--- src/rtl/cbt_pkg.sv ---
`timescale 1ns/1ps
package cbt_pkg;
    typedef enum logic [1:0] {
        BT_SYNC = 2'd0,
        BT_SEG1 = 2'd1,
        BT_SEG2 = 2'd2
    } bt_state_t;
endpackage

--- src/rtl/cbt_prescaler.sv ---
`timescale 1ns/1ps
module cbt_prescaler #(
    parameter int BRP_W = 6
) (
    input  logic             clk,
    input  logic             rst_n,
    input  logic [BRP_W-1:0] brp_m1,
    output logic             tq_tick
);
    logic [BRP_W-1:0] pre_cnt;

    assign tq_tick = (pre_cnt == brp_m1);

    always_ff @(posedge clk or negedge rst_n) begin
        if (!rst_n)       pre_cnt <= '0;
        else if (tq_tick) pre_cnt <= '0;
        else              pre_cnt <= pre_cnt + BRP_W'(1);
    end

    AST_PRESCALE_RANGE: assert property (@(posedge clk) disable iff (!rst_n) pre_cnt <= brp_m1);
endmodule

--- src/rtl/cbt_edge_det.sv ---
`timescale 1ns/1ps
module cbt_edge_det (
    input  logic clk,
    input  logic rst_n,
    input  logic tq_tick,
    input  logic rx,
    output logic fall
);
    logic rx_last;

    always_ff @(posedge clk or negedge rst_n) begin
        if (!rst_n)       rx_last <= 1'b1;
        else if (tq_tick) rx_last <= rx;
    end

    assign fall = tq_tick && rx_last && !rx;

    AST_FALL_LEAVES_DOMINANT: assert property (@(posedge clk) disable iff (!rst_n) fall |=> !rx_last);
endmodule

--- src/rtl/cbt_jump_limit.sv ---
`timescale 1ns/1ps
module cbt_jump_limit #(
    parameter int CNT_W = 6,
    parameter int SJW_W = 2
) (
    input  logic [SJW_W-1:0] sjw_m1,
    input  logic [CNT_W-1:0] tseg1,
    input  logic [CNT_W-1:0] tseg2,
    output logic [CNT_W-1:0] sjw_eff
);
    logic [CNT_W-1:0] sjw_full;
    logic [CNT_W-1:0] seg_min;

    always_comb begin
        sjw_full = CNT_W'(sjw_m1) + CNT_W'(1);
        seg_min  = (tseg1 < tseg2) ? tseg1 : tseg2;
        sjw_eff  = (sjw_full < seg_min) ? sjw_full : seg_min;
    end
endmodule

--- src/rtl/can_bit_timer.sv ---
`timescale 1ns/1ps
module can_bit_timer #(
    parameter int BRP_W   = 6,
    parameter int SJW_W   = 2,
    parameter int TSEG1_W = 4,
    parameter int TSEG2_W = 3,
    parameter int CNT_W   = 6,
    localparam int RATE_W = BRP_W + SJW_W,
    localparam int SEG_W  = TSEG1_W + TSEG2_W
) (
    input  logic              clk,
    input  logic              rst_n,
    input  logic [RATE_W-1:0] cfg_rate,
    input  logic [SEG_W-1:0]  cfg_seg,
    input  logic              rx,
    output logic              tx,
    output logic              sample_stb,
    output logic              sample_bit,
    input  logic              tx_next_bit,
    input  logic              hard_sync_mode,
    input  logic              bus_off
);
    import cbt_pkg::*;

    localparam logic [CNT_W-1:0] ONE = CNT_W'(1);

    logic             tq_tick, fall;
    logic [CNT_W-1:0] tseg1, tseg2, sjw_eff;
    bt_state_t        state, state_n;
    logic [CNT_W-1:0] cnt, cnt_n, seg1_len, seg1_len_n, seg2_len, seg2_len_n;
    logic [CNT_W-1:0] len1, len2, rem2, late_step;
    logic             resync_done, resync_done_n, resync_ok, hard_hit;
    logic             do_sample, load_tx, tx_bit;

    assign tseg1 = CNT_W'(cfg_seg[TSEG1_W-1:0]) + ONE;
    assign tseg2 = CNT_W'(cfg_seg[SEG_W-1:TSEG1_W]) + ONE;

    cbt_prescaler #(.BRP_W(BRP_W)) u_pre (
        .clk(clk), .rst_n(rst_n), .brp_m1(cfg_rate[BRP_W-1:0]), .tq_tick(tq_tick)
    );

    cbt_edge_det u_edge (
        .clk(clk), .rst_n(rst_n), .tq_tick(tq_tick), .rx(rx), .fall(fall)
    );

    cbt_jump_limit #(.CNT_W(CNT_W), .SJW_W(SJW_W)) u_jump (
        .sjw_m1(cfg_rate[RATE_W-1:BRP_W]), .tseg1(tseg1), .tseg2(tseg2), .sjw_eff(sjw_eff)
    );

    assign hard_hit  = fall && hard_sync_mode;
    assign resync_ok = fall && !hard_sync_mode && !resync_done && tx;

    // next-state logic
    always_comb begin
        state_n       = state;
        cnt_n         = cnt;
        seg1_len_n    = seg1_len;
        seg2_len_n    = seg2_len;
        resync_done_n = resync_done;
        do_sample     = 1'b0;
        load_tx       = 1'b0;
        rem2          = seg2_len - cnt - ONE;
        late_step     = ((cnt + ONE) < sjw_eff) ? (cnt + ONE) : sjw_eff;
        len1          = seg1_len;
        len2          = seg2_len;
        if (resync_ok) begin
            len1 = seg1_len + late_step;
            len2 = (rem2 > sjw_eff) ? (seg2_len - sjw_eff) : (cnt + ONE);
        end
        if (tq_tick) begin
            if (hard_hit) begin
                state_n       = BT_SEG1;
                cnt_n         = '0;
                seg1_len_n    = tseg1;
                seg2_len_n    = tseg2;
                resync_done_n = 1'b0;
            end else begin
                unique case (state)
                    BT_SYNC: begin
                        state_n       = BT_SEG1;
                        cnt_n         = '0;
                        seg1_len_n    = tseg1;
                        seg2_len_n    = tseg2;
                        resync_done_n = 1'b0;
                    end
                    BT_SEG1: begin
                        seg1_len_n = len1;
                        if (resync_ok) resync_done_n = 1'b1;
                        if (cnt == len1 - ONE) begin
                            state_n   = BT_SEG2;
                            cnt_n     = '0;
                            do_sample = 1'b1;
                        end else begin
                            cnt_n = cnt + ONE;
                        end
                    end
                    BT_SEG2: begin
                        seg2_len_n = len2;
                        if (resync_ok) resync_done_n = 1'b1;
                        if (cnt == len2 - ONE) begin
                            state_n = BT_SYNC;
                            cnt_n   = '0;
                            load_tx = 1'b1;
                        end else begin
                            cnt_n = cnt + ONE;
                        end
                    end
                    default: state_n = BT_SYNC;
                endcase
            end
        end
    end

    // state register
    always_ff @(posedge clk or negedge rst_n) begin
        if (!rst_n) begin
            state       <= BT_SYNC;
            cnt         <= '0;
            seg1_len    <= ONE;
            seg2_len    <= ONE;
            resync_done <= 1'b0;
        end else begin
            state       <= state_n;
            cnt         <= cnt_n;
            seg1_len    <= seg1_len_n;
            seg2_len    <= seg2_len_n;
            resync_done <= resync_done_n;
        end
    end

    // output register
    always_ff @(posedge clk or negedge rst_n) begin
        if (!rst_n) begin
            sample_stb <= 1'b0;
            sample_bit <= 1'b1;
            tx_bit     <= 1'b1;
        end else begin
            sample_stb <= do_sample;
            if (do_sample) sample_bit <= rx;
            if (load_tx)   tx_bit     <= tx_next_bit;
        end
    end

    assign tx = bus_off | tx_bit;

    AST_SJW_WITHIN_SEGS: assert property (@(posedge clk) disable iff (!rst_n) (sjw_eff != '0) && (sjw_eff <= tseg1) && (sjw_eff <= tseg2));
    AST_SEG1_STRETCH_MAX: assert property (@(posedge clk) disable iff (!rst_n) (state == BT_SEG1) |-> (seg1_len <= tseg1 + sjw_eff));
    AST_SEG2_SHRINK_MAX: assert property (@(posedge clk) disable iff (!rst_n) (state == BT_SEG2) |-> (seg2_len + sjw_eff >= tseg2));
    AST_SINGLE_JUMP: assert property (@(posedge clk) disable iff (!rst_n) (state == BT_SEG1 && resync_done && !hard_sync_mode) |=> (state != BT_SEG1 || $stable(seg1_len)));
    AST_STROBE_PULSE: assert property (@(posedge clk) disable iff (!rst_n) sample_stb |=> !sample_stb);
    AST_TX_AT_BIT_START: assert property (@(posedge clk) disable iff (!rst_n) (tx_bit != $past(tx_bit)) |-> (state == BT_SYNC));
endmodule

--- config.mk ---
export PLATFORM = sky130hd
export DESIGN_NAME = can_bit_timer
export DESIGN_NICKNAME = d
export VERILOG_FILES = /design/src/rtl/cbt_pkg.sv /design/src/rtl/cbt_prescaler.sv /design/src/rtl/cbt_edge_det.sv /design/src/rtl/cbt_jump_limit.sv /design/src/rtl/can_bit_timer.sv
export SDC_FILE = /design/constraint.sdc
export NUM_CORES = 1
export LEC_CHECK = 0
export ABC_AREA = 1
export BUFFER_PORTS_ARGS = -buffer_cell sky130_fd_sc_hd__buf_2
export CORE_ASPECT_RATIO = 1.1
export CORE_MARGIN = 4
export CORE_UTILIZATION = 47
export DETAILED_ROUTE_END_ITERATION = 12
export SYNTH_ARGS = -nofsm -noshare
export SYNTH_HDL_FRONTEND = slang
export SYNTH_SLANG_ARGS = --single-unit
export TNS_END_PERCENT = 5
--- constraint.sdc ---
create_clock -name clk -period 12.45 [get_ports clk]
set_input_delay 2.49 -clock clk [delete_from_list [all_inputs] [get_ports clk]]
set_output_delay 2.49 -clock clk [all_outputs]
set_load 0.02 [all_outputs]
==> impl_metrics.env <==
export IMPL_holdBufCountCts=0
export IMPL_post_route_period_util=0.6111
export IMPL_path_class="input pin to register"
export IMPL_multiInputGateArea_sq_mm=0.002455
export IMPL_antenna_found_initial=0
export IMPL_post_dp_cell_area_sq_mm=0.003847
export IMPL_hold_depth=2
export IMPL_cts_buffers=5
export IMPL_vias_per_cell=5.150
export IMPL_drive_gt1_frac=0.1352
export IMPL_ys_types=41
export IMPL_start_kind="input pin"
export IMPL_ir_worst_vdd_mv=0.1175
export IMPL_wl_met2_um=4481
export IMPL_diodes=0
export IMPL_start_util=0.4820
export IMPL_rr_startpoint="cnt[0]"
export IMPL_clockRootBuffer="clkbuf_8"
export IMPL_worstPathMaxFanout=6
export IMPL_synthArstFlopShare=1.000
export IMPL_skew_ns=0.004440
export IMPL_wl_met3_um=296
export IMPL_m1WireLength_um=4439
export IMPL_topRoutingLayerUsed="met4"
export IMPL_setup_worst_path_end_class="register"
export IMPL_die_x_um=91.47
export IMPL_crit_top_cell="nand2_1"
export IMPL_grt_ovfl_total=0
export IMPL_maxCapViolations=0
export IMPL_ys_warn_count=0
export IMPL_routed_wl_um=9441
export IMPL_synthTopCellsByCount="nand2_1, inv_1, nand3_1"
export IMPL_core_sq_mm=0.007473
export IMPL_r2r_setup_slack_ns=7.65
export IMPL_worstPathRequired_ns=12.63
export IMPL_fill_cells=752
export IMPL_path_clk_slew_ns=0.08
export IMPL_grt_max_degree=32
export IMPL_yosysSeqAreaShare=0.2171
export IMPL_gp_congestion=0.9173
export IMPL_fmax_mhz=131.4
export IMPL_avgSynthCellArea_sq_um=6.622
export IMPL_post_route_drc_count=0
export IMPL_min_to="sample_bit"
export IMPL_portBuffers=23
export IMPL_drt_iter0_drc=150
export IMPL_die_y_um=99.82
export IMPL_regArea_sq_um=782.0
export IMPL_critPathMaxStageDelay_ns=0.47
export IMPL_netlist_instances=544
export IMPL_num_vias=3512
export IMPL_ctsLongestPathBuffers=2
export IMPL_synth_area_top_cells="dfrtp_1, nand2_1, ha_1, inv_1, nand3_1"
export IMPL_dieArea_sq_mm=0.009131
export IMPL_hpwlAfterDp_um=7522
export IMPL_r2r_cells=27
export IMPL_cts_resized=0
export IMPL_relSlewSlack=0.5023
export IMPL_crit_path_top_delay_cell="fa_1"
export IMPL_synth_area_sq_mm=0.003602
export IMPL_postLayoutCellArea_sq_mm=0.003960
export IMPL_insertion_delay_ns=0.30
export IMPL_worstReg2RegEnd="state[1]"
export IMPL_hold_viol=0
export IMPL_io_pins=24
export IMPL_grt_pass1_vias=3370
export IMPL_syn_to_final_growth_pct=9.934
export IMPL_synth_seq_cells=31
export IMPL_hold_start="sample_bit"
export IMPL_cts_sinks=31
export IMPL_p_leak_nw=2.138
export IMPL_tns_ns=0
export IMPL_grt_usage=0.2170
export IMPL_cts_tree="done"
export IMPL_synth_top_area_cell="dfrtp_1"
export IMPL_final_setup_viol_count=0
export IMPL_yosysMostFrequentCell="nand2_1"
export IMPL_worst_pin_slew_ns=0.7466
export IMPL_dr_pass1_iters=5
export IMPL_power_total_mw=0.8236
export IMPL_synth_top_cell_area_share=0.1806
export IMPL_hold_class="register to register"
export IMPL_status="complete, no violations"
export IMPL_grt_pass1_wl_um=15920
export IMPL_nets=637
export IMPL_std_cell_rows=33
export IMPL_critPathArrivalTime_ns=7.79
export IMPL_htree_levels=2
export IMPL_post_drt_wl_per_cell_um=13.84
export IMPL_ant_nets=0
export IMPL_period_minus_slack_ns=7.608
export IMPL_rsz0062_at_grt="false"
export IMPL_synth_edf_count=0
export IMPL_synth_flop_cell="dfrtp_1"
export IMPL_postCtsSetupBuffers=0
export IMPL_p_per_area_mw_per_mm2=208.0
export IMPL_drv_slew=0
==> through the flow <==
step | utilization | hold WS (ns) | setup slack (ns) | std cells
CTS | 0.5299 | 0.4730 | 4.885 | 682
floorplan | - | 0.4841 | 5.293 | 549
detailed placement | 0.5148 | 0.4626 | 4.597 | 674
global placement | 0.5148 | 0.4563 | 4.788 | 674
finish | 0.5299 | 0.4691 | 4.842 | 682
global route | 0.5299 | 0.5167 | 4.262 | 682
==> metal layers <==
layer,GRT usage,up-vias
met5,0,-
met3,0.02549,20
met4,0.06961,0
li1,-,1816
met2,0.3710,65
met1,0.2860,1611
==> logic make-up (layout without fill, tap and decap cells) <==
logic type / count (synthesis) / after routing / share of synthesized area
buf+inv: 100 / 128 / 0.1066
compound gates: 64 / 64 / 0.1018
xor+xnor: 23 / 23 / 0.05592
simple gates: 285 / 285 / 0.3724
flops: 31 / 31 / 0.2171
fa+ha+maj: 40 / 40 / 0.1452
other cells: 1 / 6 / 0.001041
==> where the power goes <==
| part | internal, mW | leakage, nW | switching (mW) |
|---|---|---|---|
| clock network | 0.0596 | 0.0581 | 0.0447 |
| logic | 0.202 | 1.71 | 0.345 |
| registers | 0.138 | 0.366 | 0.0346 |
| total | 0.399 | 2.14 | 0.424 |
==> registers in the layout, indices dropped and copies added, names as in the netlist <==
signal          count
state               2
resync_done         1
tx_bit              1
cnt                 6
seg1_len            6
u_pre.pre_cnt       6
seg2_len            6
sample_bit          1
u_edge.rx_last      1
sample_stb          1
==> how the worst max path moves through the flow <==
stage | from | cells after the start | endpoint | slack (ns)
6_report | cfg_seg[4] | 35 | state[1] | 4.84
3_3_place_gp | cfg_seg[0] | 34 | cnt[0] | 4.79
5_1_grt | cfg_seg[4] | 39 | state[1] | 4.26
3_5_place_dp | cfg_seg[4] | 35 | state[1] | 4.60
2_1_floorplan | cfg_seg[0] | 33 | state[1] | 5.29
4_1_cts | cfg_seg[4] | 35 | state[1] | 4.89
==> layout by cell type (no fill, tap or decap), types with 3 or more instances in the layout <==
cell type,instances
a21oi_1,16
buf_2,23
clkbuf_8,5
conb_1,6
dfrtp_1,26
dfstp_2,5
fa_1,3
ha_1,37
inv_1,92
inv_2,3
nand2_1,153
nand2_2,8
nand3_1,62
nand3_2,7
nand4_1,9
nor2_1,24
nor2_2,6
nor2_4,3
o211ai_1,3
o21ai_0,25
o21ai_1,5
o21ai_2,6
o22ai_1,6
xnor2_1,7
xor2_1,16
==> layout make-up <==
type                       instances  share of cell area
timing repair buffer              23             0.02907
inverter                          97             0.09194
sequential                        31              0.1975
clock buffer                       5             0.01738
multi-input combinational        418              0.6199
tap                              105             0.03318
clock inverter                     3             0.01106
==> critical path, delay by kind of cell <==
family	cells	cell delay (ns)
AOI/OAI and AO/OA	7	1.07
buffers and inverters	2	0.19
xor gates and xnor gates	1	0.13
adders and majority gates	7	2.12
and+or+nand+nor	18	1.77
(Power assumes the default switching activity.)
